--- src/rtl/rxdma_pkg.sv ---
package rxdma_pkg;
  localparam int IDX_W = 12;
  localparam int CNT_W = 13;
  localparam int HDR_BYTES = 4;

  typedef struct packed {
    logic       tok;   // overflow end token, carries no data
    logic       eof;
    logic       sof;
    logic [7:0] data;
  } rx_ent_t;

  typedef enum logic [2:0] {
    W_DIS, W_WAIT, W_FETCH, W_DATA, W_HDR, W_STOP
  } wr_st_e;

  localparam logic [3:0] ST_OFF  = 4'd0;
  localparam logic [3:0] ST_RUN  = 4'd1;
  localparam logic [3:0] ST_IDLE = 4'd2;
  localparam logic [3:0] ST_HALT = 4'd3;

  localparam logic [3:0] E_NONE  = 4'd0;
  localparam logic [3:0] E_PROTO = 4'd1;
  localparam logic [3:0] E_OVF   = 4'd2;
  localparam logic [3:0] E_WBUS  = 4'd3;
  localparam logic [3:0] E_DBUS  = 4'd4;
endpackage

--- src/rtl/rxdma_fifo.sv ---
module rxdma_fifo #(
  parameter int W     = 11,
  parameter int DEPTH = 16
) (
  input  logic         clk,
  input  logic         rst,
  input  logic         flush,
  input  logic         push,
  input  logic [W-1:0] din,
  input  logic         pop,
  output logic [W-1:0] dout,
  output logic         empty,
  output logic         full
);
  localparam int AW = $clog2(DEPTH);

  logic [W-1:0] mem [DEPTH];
  logic [AW:0]  wp, rp;

  always_ff @(posedge clk) begin
    if (push) mem[wp[AW-1:0]] <= din;
  end

  always_ff @(posedge clk) begin
    if (rst || flush) begin
      wp <= '0;
      rp <= '0;
    end else begin
      if (push) wp <= wp + 1'b1;
      if (pop)  rp <= rp + 1'b1;
    end
  end

  assign dout  = mem[rp[AW-1:0]];
  assign empty = (wp == rp);
  assign full  = (wp[AW] != rp[AW]) && (wp[AW-1:0] == rp[AW-1:0]);
endmodule

--- src/rtl/rxdma_ingress.sv ---
module rxdma_ingress
  import rxdma_pkg::*;
(
  input  logic       clk,
  input  logic       rst,
  input  logic       flush,
  input  logic       ovf_cont,
  input  logic       in_valid,
  input  logic       in_sof,
  input  logic       in_eof,
  input  logic [7:0] in_data,
  input  logic       full,
  output logic       push,
  output rx_ent_t    push_ent,
  output logic       ovf_evt
);
  logic drop, pend, drop_n, pend_n;

  always_comb begin
    push     = 1'b0;
    push_ent = '0;
    ovf_evt  = 1'b0;
    drop_n   = drop;
    pend_n   = pend;
    if (!flush) begin
      if (pend) begin
        if (!full) begin
          push = 1'b1; push_ent.tok = 1'b1; pend_n = 1'b0; drop_n = 1'b0;
        end
      end else if (in_valid) begin
        if (drop) begin
          if (in_eof) begin
            if (!full) begin
              push = 1'b1; push_ent.tok = 1'b1; drop_n = 1'b0;
            end else begin
              pend_n = 1'b1;
            end
          end
        end else if (full) begin
          if (ovf_cont) begin
            drop_n = 1'b1;
            pend_n = in_eof;
          end else begin
            ovf_evt = 1'b1;
          end
        end else begin
          push     = 1'b1;
          push_ent = '{tok: 1'b0, eof: in_eof, sof: in_sof, data: in_data};
        end
      end
    end
  end

  always_ff @(posedge clk) begin
    if (rst || flush) begin
      drop <= 1'b0;
      pend <= 1'b0;
    end else begin
      drop <= drop_n;
      pend <= pend_n;
    end
  end
endmodule

--- src/rtl/rxdma_writer.sv ---
module rxdma_writer
  import rxdma_pkg::*;
#(
  parameter int ADDR_W = 16
) (
  input  logic              clk,
  input  logic              rst,
  input  logic              enable,
  input  logic [6:0]        offset,
  input  logic [IDX_W-1:0]  last_idx,
  input  rx_ent_t           head,
  input  logic              empty,
  output logic              pop,
  input  logic              ovf_evt,
  output logic              desc_req,
  output logic [IDX_W-1:0]  desc_idx,
  input  logic              desc_ack,
  input  logic              desc_err,
  input  logic [CNT_W-1:0]  desc_count,
  input  logic              desc_eot,
  input  logic [ADDR_W-1:0] desc_addr,
  output logic              wr_en,
  output logic [ADDR_W-1:0] wr_addr,
  output logic [7:0]        wr_data,
  input  logic              wr_err,
  output logic [IDX_W-1:0]  cur_idx,
  output logic [3:0]        err,
  output logic              stopped
);
  wr_st_e            st;
  logic              first, eot_r, ovf_flag;
  logic [ADDR_W-1:0] base, first_base;
  logic [CNT_W-1:0]  cnt, pos, min_cnt;
  logic [15:0]       len;
  logic [3:0]        ndesc;
  logic [1:0]        hdr_i;
  logic [7:0]        hdr_byte;
  logic [IDX_W-1:0]  nxt_idx;

  assign min_cnt  = first ? (CNT_W'(HDR_BYTES) + CNT_W'(offset)) : '0;
  assign nxt_idx  = eot_r ? '0 : cur_idx + 1'b1;
  assign desc_req = enable && (st == W_FETCH) && (cur_idx != last_idx);
  assign desc_idx = cur_idx;
  assign stopped  = (st == W_STOP);

  always_comb begin
    case (hdr_i)
      2'd0:    hdr_byte = len[7:0];
      2'd1:    hdr_byte = len[15:8];
      2'd2:    hdr_byte = {ovf_flag, 3'b000, ndesc};
      default: hdr_byte = 8'h00;
    endcase
  end

  always_comb begin
    pop = 1'b0;
    if (enable && !empty) begin
      if (st == W_WAIT) pop = head.tok || !head.sof;
      else if (st == W_DATA) pop = head.tok || (pos != cnt);
    end
  end

  always_ff @(posedge clk) begin
    if (rst) begin
      st <= W_DIS; cur_idx <= '0; err <= E_NONE; wr_en <= 1'b0;
      wr_addr <= '0; wr_data <= '0; first <= 1'b0; eot_r <= 1'b0;
      ovf_flag <= 1'b0; base <= '0; first_base <= '0; cnt <= '0;
      pos <= '0; len <= '0; ndesc <= '0; hdr_i <= '0;
    end else begin
      wr_en <= 1'b0;
      if (!enable) begin
        st <= W_DIS; cur_idx <= '0; err <= E_NONE;
      end else if (wr_en && wr_err && st != W_STOP) begin
        err <= E_WBUS; st <= W_STOP;
      end else if (ovf_evt && st != W_STOP) begin
        err <= E_OVF; st <= W_STOP;
      end else begin
        case (st)
          W_DIS: st <= W_WAIT;
          W_WAIT: begin
            if (!empty && !head.tok && head.sof && cur_idx != last_idx) begin
              st <= W_FETCH; first <= 1'b1; len <= '0;
              ovf_flag <= 1'b0; ndesc <= '0;
            end
          end
          W_FETCH: begin
            if (desc_req && desc_ack) begin
              if (desc_err) begin
                err <= E_DBUS; st <= W_STOP;
              end else if (desc_count <= min_cnt) begin
                err <= E_PROTO; st <= W_STOP;
              end else begin
                base <= desc_addr; cnt <= desc_count; pos <= min_cnt;
                eot_r <= desc_eot; st <= W_DATA;
                if (first) first_base <= desc_addr;
                else if (ndesc != 4'hF) ndesc <= ndesc + 1'b1;
              end
            end
          end
          W_DATA: begin
            if (!empty) begin
              if (head.tok) begin
                ovf_flag <= 1'b1; st <= W_HDR; hdr_i <= '0;
              end else if (pos == cnt) begin
                cur_idx <= nxt_idx; first <= 1'b0; st <= W_FETCH;
              end else begin
                wr_en   <= 1'b1;
                wr_addr <= base + ADDR_W'(pos);
                wr_data <= head.data;
                pos     <= pos + 1'b1;
                len     <= len + 1'b1;
                if (head.eof) begin
                  st <= W_HDR; hdr_i <= '0;
                end
              end
            end
          end
          W_HDR: begin
            wr_en   <= 1'b1;
            wr_addr <= first_base + ADDR_W'(hdr_i);
            wr_data <= hdr_byte;
            hdr_i   <= hdr_i + 1'b1;
            if (hdr_i == 2'd3) begin
              cur_idx <= nxt_idx; st <= W_WAIT;
            end
          end
          default: st <= W_STOP;
        endcase
      end
    end
  end
endmodule

--- src/rtl/rxdma_ring_rx.sv ---
module rxdma_ring_rx
  import rxdma_pkg::*;
#(
  parameter int ADDR_W     = 16,
  parameter int FIFO_DEPTH = 16
) (
  input  logic              clk,
  input  logic              rst,
  input  logic [31:0]       rx_ctrl,
  input  logic [11:0]       rx_last,
  output logic [31:0]       rx_status,
  input  logic              in_valid,
  input  logic              in_sof,
  input  logic              in_eof,
  input  logic [7:0]        in_data,
  output logic              desc_req,
  output logic [11:0]       desc_idx,
  input  logic              desc_ack,
  input  logic              desc_err,
  input  logic [31:0]       desc_ctrl,
  input  logic [ADDR_W-1:0] desc_addr,
  output logic              wr_en,
  output logic [ADDR_W-1:0] wr_addr,
  output logic [7:0]        wr_data,
  input  logic              wr_err
);
  localparam int ENT_W = $bits(rx_ent_t);

  logic       enable, ovf_cont, flush, push, pop, empty, full, ovf_evt, stopped;
  logic [6:0] offset;
  rx_ent_t    push_ent, head;
  logic [ENT_W-1:0] head_raw;
  logic [IDX_W-1:0] cur_idx;
  logic [3:0] err, state;
  logic       unused_bits;

  assign enable   = rx_ctrl[0];
  assign offset   = rx_ctrl[7:1];
  assign ovf_cont = rx_ctrl[10];
  assign flush    = !enable || stopped;
  assign head     = rx_ent_t'(head_raw);
  assign unused_bits = ^{rx_ctrl[31:11], rx_ctrl[9:8], desc_ctrl[31:29], desc_ctrl[27:13]};

  rxdma_ingress u_ing (
    .clk(clk), .rst(rst), .flush(flush), .ovf_cont(ovf_cont),
    .in_valid(in_valid), .in_sof(in_sof), .in_eof(in_eof), .in_data(in_data),
    .full(full), .push(push), .push_ent(push_ent), .ovf_evt(ovf_evt)
  );

  rxdma_fifo #(.W(ENT_W), .DEPTH(FIFO_DEPTH)) u_fifo (
    .clk(clk), .rst(rst), .flush(flush), .push(push), .din(push_ent),
    .pop(pop), .dout(head_raw), .empty(empty), .full(full)
  );

  rxdma_writer #(.ADDR_W(ADDR_W)) u_wr (
    .clk(clk), .rst(rst), .enable(enable), .offset(offset), .last_idx(rx_last),
    .head(head), .empty(empty), .pop(pop), .ovf_evt(ovf_evt),
    .desc_req(desc_req), .desc_idx(desc_idx), .desc_ack(desc_ack),
    .desc_err(desc_err), .desc_count(desc_ctrl[CNT_W-1:0]),
    .desc_eot(desc_ctrl[28]), .desc_addr(desc_addr),
    .wr_en(wr_en), .wr_addr(wr_addr), .wr_data(wr_data), .wr_err(wr_err),
    .cur_idx(cur_idx), .err(err), .stopped(stopped)
  );

  always_comb begin
    if (!enable)               state = ST_OFF;
    else if (err != E_NONE)    state = ST_HALT;
    else if (cur_idx == rx_last) state = ST_IDLE;
    else                       state = ST_RUN;
  end

  assign rx_status = {12'h000, err, state, cur_idx};
endmodule

--- config.mk ---
export PLATFORM = sky130hd
export DESIGN_NAME = rxdma_ring_rx
export DESIGN_NICKNAME = d
export VERILOG_FILES = /design/src/rtl/rxdma_pkg.sv /design/src/rtl/rxdma_fifo.sv /design/src/rtl/rxdma_ingress.sv /design/src/rtl/rxdma_writer.sv /design/src/rtl/rxdma_ring_rx.sv
export SDC_FILE = /design/constraint.sdc
export NUM_CORES = 1
export LEC_CHECK = 0
export BUFFER_PORTS_ARGS = -buffer_cell sky130_fd_sc_hd__buf_2
export CAP_MARGIN = 20
export CORE_MARGIN = 10
export CORE_UTILIZATION = 60
export CTS_BUF_LIST = sky130_fd_sc_hd__clkbuf_4 sky130_fd_sc_hd__clkbuf_8 sky130_fd_sc_hd__clkbuf_16
export DETAILED_ROUTE_END_ITERATION = 10
export GPL_TIMING_DRIVEN = 0
export HOLD_SLACK_MARGIN = 0.06
export PLACE_DENSITY = 0.82
export SETUP_SLACK_MARGIN = 0.2
export SLEW_MARGIN = 20
export SYNTH_ARGS = -nofsm -noshare
export SYNTH_HDL_FRONTEND = slang
export SYNTH_SLANG_ARGS = --single-unit
--- constraint.sdc ---
create_clock -name clk -period 7.45 [get_ports clk]
set_input_delay 0.3725 -clock clk [delete_from_list [all_inputs] [get_ports clk]]
set_output_delay 0.3725 -clock clk [all_outputs]
set_load 0.01 [all_outputs]
Word level (Yosys, flattened, before mapping)
Memory sizes are Yosys's and may differ from the RTL's. A register that Yosys moved wholly into a read port is not among the register bits.
Index checks and enable logic that the tools add are counted.
W data, S select, Z words.
- memories: 1
- register bits: 139
- word-level logic and storage cells: 240
- memory bits (writable): 176
- output and inout bits: 70
- bits of input ports: 108
- memory list (memory ; words ; width ; read ports ; clocked after memory_dff ; write ports ; RTL line ; text):
    u_fifo.mem ; 16 ; 11 ; 1 ; 1 ; 1 ; rxdma_fifo.sv:17 ; logic [W-1:0] mem [DEPTH];
- bitwise logic cells: 6
- $add $sub $neg: 10
- muxes and demuxes: 114
- equality and inequality tests: 38
- magnitude comparators: 1
- reduce and logical (&&, ||, !) cells: 48
- operator list (operator ; number):
    $mux W16 ; 7
    $mux W13 ; 7
    $pmux W16 S2 ; 2
    $mux W12 ; 5
    $mux W1 ; 43
    $mux W4 ; 10
    $reduce_and A7 Y1 ; 5
    $mux W3 ; 11
    $mux W10 ; 3
    $pmux W13 S2 ; 1
    $mux W8 ; 3
    $pmux W12 S2 ; 1
    $pmux W8 S3 ; 1
    $reduce_and A8 Y1 ; 3
    $mux W11 ; 2
    $mux W2 ; 11
    $ne A2 B2 Y1 const B ; 11
    $reduce_and A10 Y1 ; 2
    $add A16 B1 Y16 const B ; 1
    $add A16 B13 Y16 ; 1
    $add A16 B2 Y16 ; 1
    $ne A4 B4 Y1 const B ; 4
    $pmux W8 S2 ; 1
    $pmux W3 S5 ; 1
    41 further kinds ; 80

Depth between registers and ports, before layout
Gate-level depths: netlist of run 1.
- word-level depth: 10
- mapped depth: 13
- mapped depth without buffers: 12

Hierarchy
A second synthesis of run 1 with hierarchy kept.
- cells, all modules: 1377
- area, all modules: 15871.5 µm²
- by module, submodules not included (module ; cells an instance ; sequential area each (µm²) ; area each (µm²) ; instances):
    rxdma_writer ; 959 ; 2522.4 ; 7931.4 ; 1
    rxdma_fifo ; 353 ; 5565.3 ; 7430.9 ; 1
    rxdma_ring_rx ; 36 ; 0.0 ; 277.8 ; 1
    rxdma_ingress ; 29 ; 40.0 ; 231.5 ; 1

Worst setup path before layout of run 1
OpenSTA, ideal clock, no wires.
- path kind: input-to-reg
- start: input rx_ctrl[3]
- end: register u_wr.first_base[10]
- stages on the path: 13
- library setup time: 128 ps
- required time: 7322 ps
- path slack: 4288 ps
- data arrival time: 3034 ps
- buffers on the path: 1
- cell sequence: ha_1 > nand3_1 > xor2_1 > nand2b_1 > ha_1 > and3_1 > a21boi_0 > o21ai_1 > a211oi_2 > nand4_1 > buf_2 > mux2i_1 > nor2_1
- cells in the longest elaborated chain, start to end: 5
- RTL lines (item ; RTL line ; text):
    from (decl) ; rxdma_ring_rx.sv:9 ; input logic [31:0] rx_ctrl,
    $add A3 B7 Y8 ; rxdma_writer.sv:40 ; assign min_cnt = first ? (CNT_W'(HDR_BYTES) + CNT_W'(offset)) : '0;
    $mux W13 ; rxdma_writer.sv:40 ;
    $le A13 B13 Y1 ; rxdma_writer.sv:90 ; end else if (desc_count <= min_cnt) begin
    $not A1 Y1 (no source line) ; - ;
    $reduce_and A8 Y1 (no source line) ; - ;
    to (signal assigned) ; rxdma_writer.sv:95 ; if (first) first_base <= desc_addr;
    to (decl) ; rxdma_writer.sv:32 ; logic [ADDR_W-1:0] base, first_base;
Every way passes these cells.
A chain may end at the register's enable or synchronous reset.

Worst setup path in the final report of run 1
- start: register u_wr.first
- end: register u_wr.first_base[12]
- cells in the longest elaborated chain, start to end: 4
- RTL lines (item ; RTL line ; text):
    from (decl) ; rxdma_writer.sv:31 ; logic first, eot_r, ovf_flag;
    from (signal assigned) ; rxdma_writer.sv:66 ; wr_addr <= '0; wr_data <= '0; first <= 1'b0; eot_r <= 1'b0;
    from (signal assigned) ; rxdma_writer.sv:82 ; st <= W_FETCH; first <= 1'b1; len <= '0;
    from (signal assigned) ; rxdma_writer.sv:105 ; cur_idx <= nxt_idx; first <= 1'b0; st <= W_FETCH;
    $mux W13 ; rxdma_writer.sv:40 ;
    $le A13 B13 Y1 ; rxdma_writer.sv:90 ;
    $not A1 Y1 (no source line) ; - ;
    $reduce_and A8 Y1 (no source line) * ; - ;
Mark *: on every way between the ends. The rest lies on a longest branch, timed or not.

==> reports/qor.json, run 1 <==
{
  "timing": {
    "fin_tns_setup_ns": 0,
    "slew_headroom_pct": 31.3,
    "fmax_mhz": 233,
    "final_min_period_over_clock_period_pct": 57.6,
    "hold_viol_final": 0,
    "clock-skew-final_ns": 0.0271,
    "final.min_clock_period_ns": 4.29,
    "maxSlewViolCount": 0,
    "worst_pin_slew_ns": 1.03,
    "rsz0062_at_grt": "no",
    "setup_viol": 0
  },
  "cts": {
    "worst_skew_pair.late_latency_ns": 0.54,
    "number_of_buffers_inserted_during_clock_tree_synthesis": 34,
    "cts-root-buf": "clkbuf_16",
    "post-cts-setup-buffer-count": 0,
    "clock_sinks": 318,
    "htree_levels": 2,
    "clk_transition_reported_paths_ns": 0.06,
    "postCtsHoldBufs": 0,
    "clock_tree.buffer_depth": 3,
    "cts_repair_resize_count": 0,
    "tritoncts": "done"
  },
  "power_and_ir_drop": {
    "power_per_cell_area_nw_per_um2": 213,
    "netSwitchingPower_mw": 0.784,
    "p_leak_nw": 6.65,
    "switching_share_pct": 21.3,
    "share_seq_of_total_power_pct": 50.4,
    "comb_power_share_pct": 3.1,
    "internal-power_mw": 2.89,
    "clock_power_share_pct": 46.5,
    "irDropWorstVdd_mv": 0.260,
    "fin_total_pwr_mw": 3.67
  },
  "grt": {
    "grt_pass1_wl_um": 64300,
    "grt_start_max_net_pins": 17,
    "global_route.overflow_total": 0,
    "globalRouteTotalUtil_pct": 26.0,
    "antenna_found_initial": 1,
    "first_global_vias": 11400
  },
  "routing": {
    "detail_route.first_pass.iterations": 7,
    "dr_drc_count": 0,
    "wl_per_cell_um": 22.8,
    "number_of_antenna_violating_nets_in_the_routed_design": 0,
    "route.detailed.vias_per_inst": 6.27,
    "drt-total-wl_um": 40900,
    "initialDrtViolationCount": 1257,
    "routed-via-count": 11200
  },
  "yosys": {
    "synth.top_cells.by_count": "176 x edfxtp_1, 150 x nor2_1, 142 x dfxtp_1",
    "syn_inst": 1269,
    "cells_taking_the_most_area_after_synthesis": "edfxtp_1 35%, dfxtp_1 19%, mux4_2 8.1%",
    "distinct_cell_type_count_of_the_synthesized_netlist": 74,
    "cell_area_after_synthesis_sq_um": 14900,
    "post_synth.cell_area_avg_sq_um": 11.8,
    "warnings_synthesis": 0,
    "synthArstFlopShare_pct": 0,
    "edff_count_synth": 176,
    "synth_top_cell_area_share_pct": 35.4,
    "cell_with_the_most_instances_after_synthesis": "edfxtp_1",
    "netlist.top_cell.by_area": "edfxtp_1",
    "synth_seq_area_share_pct": 54.4,
    "synth-main-ff-cell": "edfxtp_1",
    "ys_seq_elements": 318
  },
  "critical_path": {
    "endpoint_kind_of_the_worst_setup_timing_path": "flip-flop",
    "cp-startpoint": "u_wr.first",
    "worst_ep_required_time_ns": 7.83,
    "critical_path.max_fanout": 10,
    "worst-endpoint-arrival_ns": 4.67,
    "critical_path_class": "flip-flop to flip-flop",
    "worst_r2r_startpoint": "u_wr.first",
    "startpoint_class": "flip-flop"
  },
  "die": {
    "std_cell_rows": 57,
    "die_w_um": 178,
    "die_y_um": 178,
    "boundaryPins": 178,
    "initial_core_util_pct": 61.2,
    "design.die.area_sq_um": 31600,
    "coreArea_sq_um": 24400
  },
  "placed_design": {
    "dp_hpwl_um": 27400,
    "gp_congestion": 0.932,
    "port_buffers": 121,
    "dpl_cell_area_sq_um": 16100
  },
  "layout": {
    "final_layout_size_suffix_gt1_share_pct": 20.9,
    "fill_cells": 1702,
    "finalNetCount": 1591,
    "area_growth_pct": 15.3,
    "post-route-cell-area_sq_um": 17200
  },
  "worst_hold_path": {
    "min_path_type": "input pin to flip-flop",
    "worstHoldStart": "desc_ctrl[28]"
  },
  "job": {
    "max-cap-violations": 0
  },
  "status": {
    "status": "complete, no violations"
  }
}
[metal layers]
layer / track usage (%) / vias up / part of all wire [%]
li1: - / 5032 / -
met1: 31.0 / 5479 / 37
met2: 44.3 / 608 / 50
met3: 5.69 / 128 / 9.1
met4: 11.5 / 0 / 3.8
met5: 0 / - / 0
[metrics by stage]
| step | utilization [%] | instances | setup slack (ns) | hold slack, ns |
|---|---|---|---|---|
| after detailed placement | 65.9 | 1732 | 3.35 | 0.449 |
| after CTS | 70.5 | 1793 | 3.31 | 0.0822 |
| after global placement | 65.6 | 1728 | 3.37 | 0.439 |
| after global routing | 70.6 | 1793 | 2.95 | 0.104 |
| final | 70.6 | 1794 | 3.16 | 0.0867 |
| after floorplan | - | 1283 | 4.29 | 0.437 |
[sequential cells by signal, summed over array words and instances, names as in the netlist, 4 cells and up, named ones only]
| signal | cells |
|---|---|
| u_wr.len | 16 |
| u_wr.first_base | 16 |
| u_wr.cur_idx | 12 |
| u_wr.wr_data | 8 |
| u_wr.wr_addr | 16 |
| u_wr.pos | 13 |
| u_wr.cnt | 13 |
| u_fifo.wp | 5 |
| u_fifo.rp | 5 |
| u_wr.base | 16 |
| u_wr.ndesc | 4 |
| u_fifo.mem | 176 |
[cells in the final DEF (no fill, tap or decap), types with 30 or more instances in the layout]
| master | count |
|---|---|
| nand3_1 | 38 |
| clkbuf_16 | 34 |
| nand2_1 | 71 |
| buf_2 | 130 |
| ha_1 | 37 |
| nor2_1 | 141 |
| mux4_2 | 54 |
| a21oi_1 | 60 |
| dfxtp_1 | 142 |
| xnor2_1 | 30 |
| clkbuf_1 | 41 |
| mux2i_1 | 48 |
| edfxtp_1 | 176 |
| xor2_1 | 49 |
[kinds of logic after synthesis]
group                      after synthesis  share of synthesized area [%]
AOI/OAI and AO/OA                      198                           8.88
xor gates and xnor gates                79                           4.63
adders and majority gates               39                           3.37
buffers and inverters                  112                           3.62
DFF                                    318                           54.4
muxes                                  103                           11.4
other                                    1                         0.0251
and+or+nand+nor                        419                           13.6
[power groups by stage]
| stage | registers [mW] | logic [mW] | clock network [mW] |
|---|---|---|---|
| 2_1_floorplan | 1.89 | 0.0610 | 0 |
| 3_3_place_gp | 1.89 | 0.105 | 0 |
| 3_5_place_dp | 1.89 | 0.109 | 0 |
| 4_1_cts | 1.85 | 0.111 | 1.72 |
| 5_1_grt | 1.85 | 0.122 | 1.78 |
| 6_report | 1.85 | 0.114 | 1.71 |
[critical path, stage by stage, from the launching register on]
cell,delay [ns]
dfxtp_1,0.42
clkbuf_1,0.50
nand3_1,0.26
ha_1,0.37
and3_1,0.16
a21boi_0,0.18
o21ai_1,0.17
a211oi_2,0.73
nand4_1,0.64
buf_2,0.44
mux2i_1,0.20
nor2_1,0.06
[path summary, 6_finish.rpt]
kind	endpoint	slack (ns)	depth (start not counted)
worst max-delay path	u_wr.first_base[12]	3.16	11
worst min-delay path	u_wr.eot_r	0.09	3
worst max register to register	u_wr.first_base[12]	3.16	11
worst min register to register	u_wr.wr_addr[6]	0.46	2
[cell type report]
cell class	count	area [sq um]	area share [%]
antenna	1	2.50	0.0145
buffer	87	448	2.60
clock buffer	49	976	5.67
clock inverter	12	156	0.909
inverter	25	93.8	0.545
multi-input combinational	853	6360	37.0
sequential	318	8130	47.2
tap	324	405	2.35
timing repair buffer	125	643	3.74
No activity file was read; power rests on OpenSTA's default activity.
==> inputs of run 2 (changes only) <==
CORE_UTILIZATION = 59   (was 60)
PLACE_DENSITY = 0.81   (was 0.82)
clock period = 4.2 ns   (was 7.45 ns; I/O delays follow)
==> reports/qor.json, run 2 (synthesis gave the netlist of run 1 again) <==
{
  "timing": {
    "rsz0062_at_grt": "no",
    "worst_pin_slew": {"value": 1.06, "unit": "ns", "change": "+0.0291 ns"},
    "final_min_period_over_clock_period": {"value": 87.6, "unit": "%", "change": "+30 points"},
    "slew_headroom": {"value": 29.3, "unit": "%", "change": "-2.0 points"},
    "hold_viol_final": {"value": 0, "change": "unchanged"},
    "fmax": {"value": 272, "unit": "MHz", "change": "+17%"},
    "setup_viol": {"value": 0, "change": "unchanged"},
    "worst_slack": {"value": 0.522, "unit": "ns", "change": "-2.64 ns"},
    "maxSlewViolCount": {"value": 0, "change": "unchanged"},
    "clock-skew-final": {"value": 0.0231, "unit": "ns", "change": "-0.00398 ns"},
    "final.min_clock_period": {"value": 3.68, "unit": "ns", "change": "-0.610 ns"}
  },
  "routing": {
    "route.detailed.vias_per_inst": {"value": 6.11, "change": "-2.5%"},
    "routed-via-count": {"value": 11200, "change": "-0.48%"},
    "initialDrtViolationCount": {"value": 1073, "change": "-15%"},
    "wl_per_cell": {"value": 22.0, "unit": "um", "change": "-3.4%"},
    "detail_route.first_pass.iterations": {"value": 5, "change": "-2"},
    "number_of_antenna_violating_nets_in_the_routed_design": {"value": 0, "change": "unchanged"},
    "dr_drc_count": {"value": 0, "change": "unchanged"},
    "drt-total-wl": {"value": 40400, "unit": "um", "change": "-1.4%"}
  },
  "grt": {
    "groute.layer.met2.usage": {"value": 43.1, "unit": "%", "change": "-1.1 points"},
    "antenna_found_initial": {"value": 0, "change": "-1"},
    "globalRouteTotalUtil": {"value": 24.8, "unit": "%", "change": "-1.1 points"},
    "grt-busiest-layer": "met2",
    "global_route.overflow_total": {"value": 0, "change": "unchanged"},
    "first_global_vias": {"value": 11200, "change": "-2.3%"},
    "grt_start_max_net_pins": {"value": 17, "change": "unchanged"},
    "globalRouteMet3Util": {"value": 4.68, "unit": "%", "change": "-1.0 points"},
    "grt_pass1_wl": {"value": 61900, "unit": "um", "change": "-3.7%"},
    "globalRouteMet1Util": {"value": 29.7, "unit": "%", "change": "-1.3 points"}
  },
  "power_and_ir_drop": {
    "internal-power": {"value": 5.24, "unit": "mW", "change": "+81%"},
    "switching_share": {"value": 20.7, "unit": "%", "change": "-0.66 points"},
    "p_leak": {"value": 6.81, "unit": "nW", "change": "+2.4%"},
    "netSwitchingPower": {"value": 1.37, "unit": "mW", "change": "+74%"},
    "clock_power_share": {"value": 46.9, "unit": "%", "change": "+0.4 points"},
    "power_per_cell_area": {"value": 375, "unit": "nW/um^2", "change": "+76%"},
    "irDropWorstVdd": {"value": 0.425, "unit": "mV", "change": "+63%"},
    "comb_power_share": {"value": 3.4, "unit": "%", "change": "+0.3 points"},
    "share_seq_of_total_power": {"value": 49.7, "unit": "%", "change": "-0.7 points"}
  },
  "layout": {
    "area_of_the_multi_input_gates": {"value": 6370, "unit": "sq um", "change": "+0.16%"},
    "final_common_cell": "edfxtp_1",
    "register_area": {"value": 8130, "unit": "sq um", "change": "unchanged"},
    "layout.cells.most_common_list": "176 x edfxtp_1, 142 x dfxtp_1, 140 x nor2_1, 130 x buf_2, 71 x nand2_1",
    "diodes": {"value": 0, "change": "-1"},
    "largest_register_ff_count": {"value": 176, "change": "unchanged"},
    "final_layout_size_suffix_gt1_share": {"value": 20.2, "unit": "%", "change": "-0.73 points"},
    "finalNetCount": {"value": 1628, "change": "+2.3%"},
    "area_growth_pct": 17.9,
    "post-route-cell-area": {"value": 17600, "unit": "sq um", "change": "+2.3%"},
    "fill_cells": {"value": 1746, "change": "+2.6%"}
  },
  "die": {
    "design.die.area": {"value": 32100, "unit": "sq um", "change": "+1.5%"},
    "die_w": {"value": 179, "unit": "um", "change": "+0.75%"},
    "initial_core_util": {"value": 59.6, "unit": "%", "change": "-1.6 points"},
    "coreArea": {"value": 25000, "unit": "sq um", "change": "+2.6%"},
    "die_y": {"value": 179, "unit": "um", "change": "+0.75%"},
    "std_cell_rows": {"value": 58, "change": "+1.8%"},
    "boundaryPins": {"value": 178, "change": "unchanged"}
  },
  "cts": {
    "htree_levels": {"value": 2, "change": "unchanged"},
    "worst_skew_pair.late_latency": {"value": 0.53, "unit": "ns", "change": "about the same"},
    "clock_tree.buffer_depth": {"value": 3, "change": "unchanged"},
    "clk_transition_reported_paths": {"value": 0.06, "unit": "ns", "change": "about the same"},
    "number_of_buffers_inserted_during_clock_tree_synthesis": {"value": 35, "change": "+2.9%"},
    "tritoncts": "done",
    "cts-root-buf": "clkbuf_16",
    "clock_sinks": {"value": 318, "change": "unchanged"}
  },
  "critical_path": {
    "timing.critical_path.cells": "clkbuf_1 > xor2_1 > nor4_2 > a31oi_1 > clkbuf_1 > nand2_1 > buf_1 > mux2i_1 > nor2_1",
    "startpoint_class": "flip-flop",
    "critical_path.max_fanout": {"value": 10, "change": "unchanged"},
    "critical-path-slowest-cell": "buf_1",
    "critical_path_class": "flip-flop to flip-flop",
    "path_delay_family": "buffers and inverters",
    "worst_ep_required_time": {"value": 4.58, "unit": "ns", "change": "-3.25 ns"},
    "cp_num_buf_inv": {"value": 3, "change": "+1"},
    "worst-endpoint-arrival": {"value": 4.06, "unit": "ns", "change": "-0.61 ns"},
    "endpoint_kind_of_the_worst_setup_timing_path": "flip-flop",
    "timing.critical_path.mode_cell": "clkbuf_1",
    "cpPeakStageDelay": {"value": 0.74, "unit": "ns", "change": "about the same"}
  },
  "job": {
    "max-cap-violations": {"value": 0, "change": "unchanged"}
  },
  "placed_design": {
    "port_buffers": {"value": 121, "change": "unchanged"},
    "dp_hpwl": {"value": 27000, "unit": "um", "change": "-1.3%"},
    "preCtsSetupSlack": {"value": -0.00508, "unit": "ns", "change": "-3.35 ns"},
    "dpl_cell_area": {"value": 16100, "unit": "sq um", "change": "about the same"},
    "gp_congestion": {"value": 1.00, "change": "+7.6%"}
  },
  "worst_hold_path": {
    "min_path_type": "input pin to flip-flop"
  },
  "status": {
    "status": "complete, no violations"
  }
}
-- run 2: cell types whose count changed in the layout (fill, tap and decap cells not counted), moves of 2 or more --
cell / before / now
clkinv_1: 2 / 6
clkbuf_4: 13 / 5
bufinv_16: 2 / 4
clkinv_2: 3 / 1
buf_6: 3 / 5
dlygate4sd3_1: 0 / 34
-- run 2: tightest hold or removal path: cells and delay by family --
family                 cells  cell delay (ns)
AOI/OAI and AO/OA          1             0.06
and+or+nand+nor            2             0.18
buffers and inverters      1             0.10
-- run 2: per-stage QoR --
step / power, mW / util [%] / std cells / setup TNS (ns) / hold WS, ns
after floorplan: 3.46 / - / 1283 / 0 / 0.354
after global placement: 3.53 / 63.9 / 1734 / 0 / 0.437
after detailed placement: 3.54 / 64.2 / 1738 / -0.00508 / 0.445
after CTS: 6.61 / 70.2 / 1832 / 0 / 0.0634
after global routing: 6.75 / 70.3 / 1832 / 0 / 0.107
final: 6.60 / 70.3 / 1832 / 0 / 0.0797
-- run 2: repair_timing --
| item | 4_1_cts | 5_1_grt |
|---|---|---|
| pin swaps | 1 | 0 |
| setup buffers | 2 | 0 |
| hold buffers | 34 | 0 |
| hold endpoints to repair | 49 | 0 |
| endpoints found under the setup margin | 10 | 44 |
| gates resized for setup | 0 | 3 |
-- run 2: final timing paths --
kind,from,end,slack (ns),depth (start not counted)
worst max-delay path,u_fifo.wp[3],u_wr.base[13],0.52,9
worst min-delay path,rst,u_wr.st[1],0.08,4
worst max register to register,u_fifo.wp[3],u_wr.base[13],0.52,9
worst min register to register,u_wr.wr_addr[6],u_wr.wr_addr[6],0.45,2
-- run 2: final cells by class --
type / instances / area share [%]
Multi-Input combinational cell: 853 / 36.2
Timing Repair Buffer: 161 / 5.71
Clock buffer: 43 / 5.42
Inverter: 25 / 0.533
Clock inverter: 15 / 1.09
Tap cell: 330 / 2.35
Sequential cell: 318 / 46.2
Buffer: 87 / 2.54
-- run 2: routing by layer --
metal / vias to the layer above / part of all wire [%]
met2: 523 / 50
met5: - / 0
met4: 0 / 3.9
met3: 100 / 7.6
li1: 5118 / -
met1: 5452 / 38
-- run 2: power groups by stage --
stage	clock network (mW)	logic, mW	registers (mW)
after floorplan	0	0.108	3.35
after global placement	0	0.185	3.35
after detailed placement	0	0.192	3.35
after CTS	3.11	0.219	3.28
after global routing	3.22	0.244	3.28
final	3.10	0.224	3.28
==> inputs of run 3 (changes only) <==
BUFFER_PORTS_ARGS = -buffer_cell sky130_fd_sc_hd__buf_4   (was -buffer_cell sky130_fd_sc_hd__buf_2)
clock period = 3.45 ns   (was 4.2 ns; I/O delays follow)
==> reports/qor.json, run 3 (synthesis gave the netlist of run 1 again) <==
{
  "status": {
    "status": "complete, no violations"
  },
  "routing": {
    "initialDrtViolationCount": {"value": 1159, "change": "+8.0%"},
    "wl_per_cell": {"value": 22.5, "unit": "um", "change": "+2.1%"},
    "met1_wirelength": {"value": 15600, "unit": "um", "change": "+0.95%"},
    "dr_drc_count": {"value": 0, "change": "unchanged"},
    "number_of_antenna_violating_nets_in_the_routed_design": {"value": 0, "change": "unchanged"},
    "detail_route.first_pass.iterations": {"value": 5, "change": "unchanged"},
    "met2_length": {"value": 21600, "unit": "um", "change": "+6.6%"},
    "dr.max_layer_used": "met4",
    "drt-total-wl": {"value": 41700, "unit": "um", "change": "+3.3%"},
    "route.detailed.vias_per_inst": {"value": 6.13, "change": "+0.38%"},
    "routed-via-count": {"value": 11400, "change": "+1.5%"},
    "detailroute.wirelength.met3": {"value": 3080, "unit": "um", "change": "about the same"}
  },
  "critical_path": {
    "endpoint_kind_of_the_worst_setup_timing_path": "flip-flop",
    "critical_path_class": "flip-flop to flip-flop",
    "critical_path.max_fanout": {"value": 10, "change": "unchanged"},
    "startpoint_class": "flip-flop",
    "worst-endpoint-arrival": {"value": 3.65, "unit": "ns", "change": "-0.41 ns"},
    "worst_ep_required_time": {"value": 3.85, "unit": "ns", "change": "-0.73 ns"}
  },
  "power_and_ir_drop": {
    "irDropWorstVdd": {"value": 0.506, "unit": "mV", "change": "+19%"},
    "comb_power_share": {"value": 3.8, "unit": "%", "change": "+0.4 points"},
    "internal-power": {"value": 6.25, "unit": "mW", "change": "+19%"},
    "netSwitchingPower": {"value": 1.69, "unit": "mW", "change": "+23%"},
    "fin_total_pwr": {"value": 7.93, "unit": "mW", "change": "+20%"},
    "switching_share": {"value": 21.2, "unit": "%", "change": "+0.56 points"},
    "p_leak": {"value": 7.02, "unit": "nW", "change": "+3.1%"},
    "clock_power_share": {"value": 45.8, "unit": "%", "change": "-1.1 points"},
    "power_per_cell_area": {"value": 436, "unit": "nW/um^2", "change": "+16%"},
    "share_seq_of_total_power": {"value": 50.4, "unit": "%", "change": "+0.7 points"}
  },
  "cts": {
    "cts-root-buf": "clkbuf_16",
    "clk_transition_reported_paths": {"value": 0.07, "unit": "ns", "change": "about the same"},
    "worst_skew_pair.late_latency": {"value": 0.54, "unit": "ns", "change": "about the same"},
    "clock_sinks": {"value": 318, "change": "unchanged"},
    "clock_tree.buffer_depth": {"value": 3, "change": "unchanged"},
    "number_of_buffers_inserted_during_clock_tree_synthesis": {"value": 34, "change": "-2.9%"},
    "htree_levels": {"value": 2, "change": "unchanged"},
    "tritoncts": "done"
  },
  "grt": {
    "global_route.overflow_total": {"value": 0, "change": "unchanged"},
    "globalRouteTotalUtil": {"value": 26.0, "unit": "%", "change": "+1.2 points"},
    "antenna_found_initial": {"value": 1, "change": "+1"},
    "first_global_vias": {"value": 11300, "change": "+1.4%"},
    "grt_pass1_wl": {"value": 64700, "unit": "um", "change": "+4.4%"},
    "grt_start_max_net_pins": {"value": 17, "change": "unchanged"}
  },
  "placed_design": {
    "dp_hpwl": {"value": 28000, "unit": "um", "change": "+3.7%"},
    "dp.cells": {"value": 1740, "change": "+0.12%"},
    "gp_congestion": {"value": 0.951, "change": "-5.1%"},
    "port_buffers": {"value": 121, "change": "unchanged"},
    "dpl_cell_area": {"value": 16400, "unit": "sq um", "change": "+1.9%"}
  },
  "die": {
    "design.die.area": {"value": 32100, "unit": "sq um", "change": "unchanged"},
    "die_w": {"value": 179, "unit": "um", "change": "unchanged"},
    "die_y": {"value": 179, "unit": "um", "change": "unchanged"},
    "boundaryPins": {"value": 178, "change": "unchanged"},
    "std_cell_rows": {"value": 58, "change": "unchanged"},
    "initial_core_util": {"value": 59.6, "unit": "%", "change": "unchanged"},
    "coreArea": {"value": 25000, "unit": "sq um", "change": "unchanged"}
  },
  "timing": {
    "hold_viol_final": {"value": 0, "change": "unchanged"},
    "slew_headroom": {"value": 29.0, "unit": "%", "change": "-0.33 points"},
    "rsz0062_at_grt": "yes",
    "worst_pin_slew": {"value": 1.06, "unit": "ns", "change": "+0.00880 ns"},
    "clock-skew-final": {"value": 0.0231, "unit": "ns", "change": "-0.0000121 ns"},
    "final_min_period_over_clock_period": {"value": 94.3, "unit": "%", "change": "+6.8 points"},
    "maxSlewViolCount": {"value": 0, "change": "unchanged"},
    "setup_viol": {"value": 0, "change": "unchanged"},
    "fmax": {"value": 307, "unit": "MHz", "change": "+13%"},
    "final.min_clock_period": {"value": 3.25, "unit": "ns", "change": "-0.424 ns"}
  },
  "layout": {
    "register_area": {"value": 8130, "unit": "sq um", "change": "unchanged"},
    "area_of_the_multi_input_gates": {"value": 6500, "unit": "sq um", "change": "+2.0%"},
    "post-route-cell-area": {"value": 18200, "unit": "sq um", "change": "+3.3%"},
    "layout.cells.most_common_list": "176 x edfxtp_1, 172 x buf_4, 142 x dfxtp_1, 138 x nor2_1, 71 x nand2_1",
    "diodes": {"value": 0, "change": "unchanged"},
    "largest_register_ff_count": {"value": 176, "change": "unchanged"},
    "final_common_cell": "edfxtp_1",
    "finalNetCount": {"value": 1646, "change": "+1.1%"},
    "area_growth_pct": 21.9,
    "final-instance-count-excl-fill": {"value": 1853, "change": "+1.1%"},
    "final_layout_size_suffix_gt1_share": {"value": 22.7, "unit": "%", "change": "+2.5 points"},
    "fill_cells": {"value": 1654, "change": "-5.3%"}
  },
  "worst_hold_path": {
    "min_path_type": "input pin to flip-flop"
  },
  "job": {
    "max-cap-violations": {"value": 0, "change": "unchanged"}
  }
}
==> run 3: cell count changes in the layout (fill, tap and decap cells not counted), moves of 3 or more <==
cell	delta
buf_2	-124
clkbuf_1	-8
buf_1	-3
clkinv_2	+4
clkbuf_2	+6
nor4_4	+3
dlygate4sd3_1	+3
buf_4	+143
==> run 3: critical path: stages (launching register included) <==
cell and delay [ns]:
dfxtp_1 0.33, buf_6 0.17, buf_4 0.26, mux4_2 0.59, o22ai_2 0.24, nor2_1 0.12
a41o_1 0.27, o211ai_1 0.20, buf_4 0.25, buf_2 0.24, nor2_1 0.11, a221oi_1 0.26
nor2_1 0.06
==> run 3: final timing paths <==
check                  start               end  slack (ns)  cells past startpoint
max                flip-flop  u_wr.wr_addr[13]        0.20                     12
min               rx_ctrl[1]       u_wr.pos[0]        0.13                      4
max reg2reg        flip-flop  u_wr.wr_addr[13]        0.20                     12
min reg2reg  u_wr.wr_addr[5]   u_wr.wr_addr[5]        0.46                      2
==> run 3: routing by layer <==
layer / global-route usage, % / up-vias
li1: - / 5139
met1: 31.5 / 5572
met2: 45.5 / 554
met3: 4.47 / 99
met4: 9.82 / 0
met5: 0 / -
==> run 3: what timing repair did <==
action | 4_1_cts | 5_1_grt
buffers inserted | 6 | 10
pin swaps | 3 | 6
setup endpoints to repair | 243 | 254
hold endpoints to repair | 54 | 0
resized for setup | 33 | 23
hold buffers | 37 | 0
==> run 3: power by group through the flow <==
stage | clock network (mW) | logic (mW) | registers (mW)
2_1_floorplan | 0 | 0.132 | 4.08
3_3_place_gp | 0 | 0.247 | 4.08
3_5_place_dp | 0 | 0.254 | 4.08
4_1_cts | 3.65 | 0.293 | 4.00
5_1_grt | 3.80 | 0.330 | 4.00
6_report | 3.63 | 0.305 | 4.00
==> run 3: stage by stage <==
step           hold WS [ns]  TNS (ns)  setup WS [ns]  utilization, %
2_1_floorplan         0.316         0          0.462               -
3_3_place_gp          0.415    -42.64         -0.766            65.1
3_5_place_dp          0.411    -23.71         -0.803            65.4
4_1_cts               0.110         0          0.151            72.0
5_1_grt               0.136         0         0.0523            72.7
6_report              0.128         0          0.196            72.7
==> run 3: cell type report <==
class	instances	area share, %
Clock buffer	43	5.19
Inverter	25	0.516
Buffer	87	2.72
Timing Repair Buffer	180	7.94
Multi-Input combinational cell	853	35.7
Tap cell	330	2.27
Sequential cell	318	44.7
Clock inverter	17	0.977
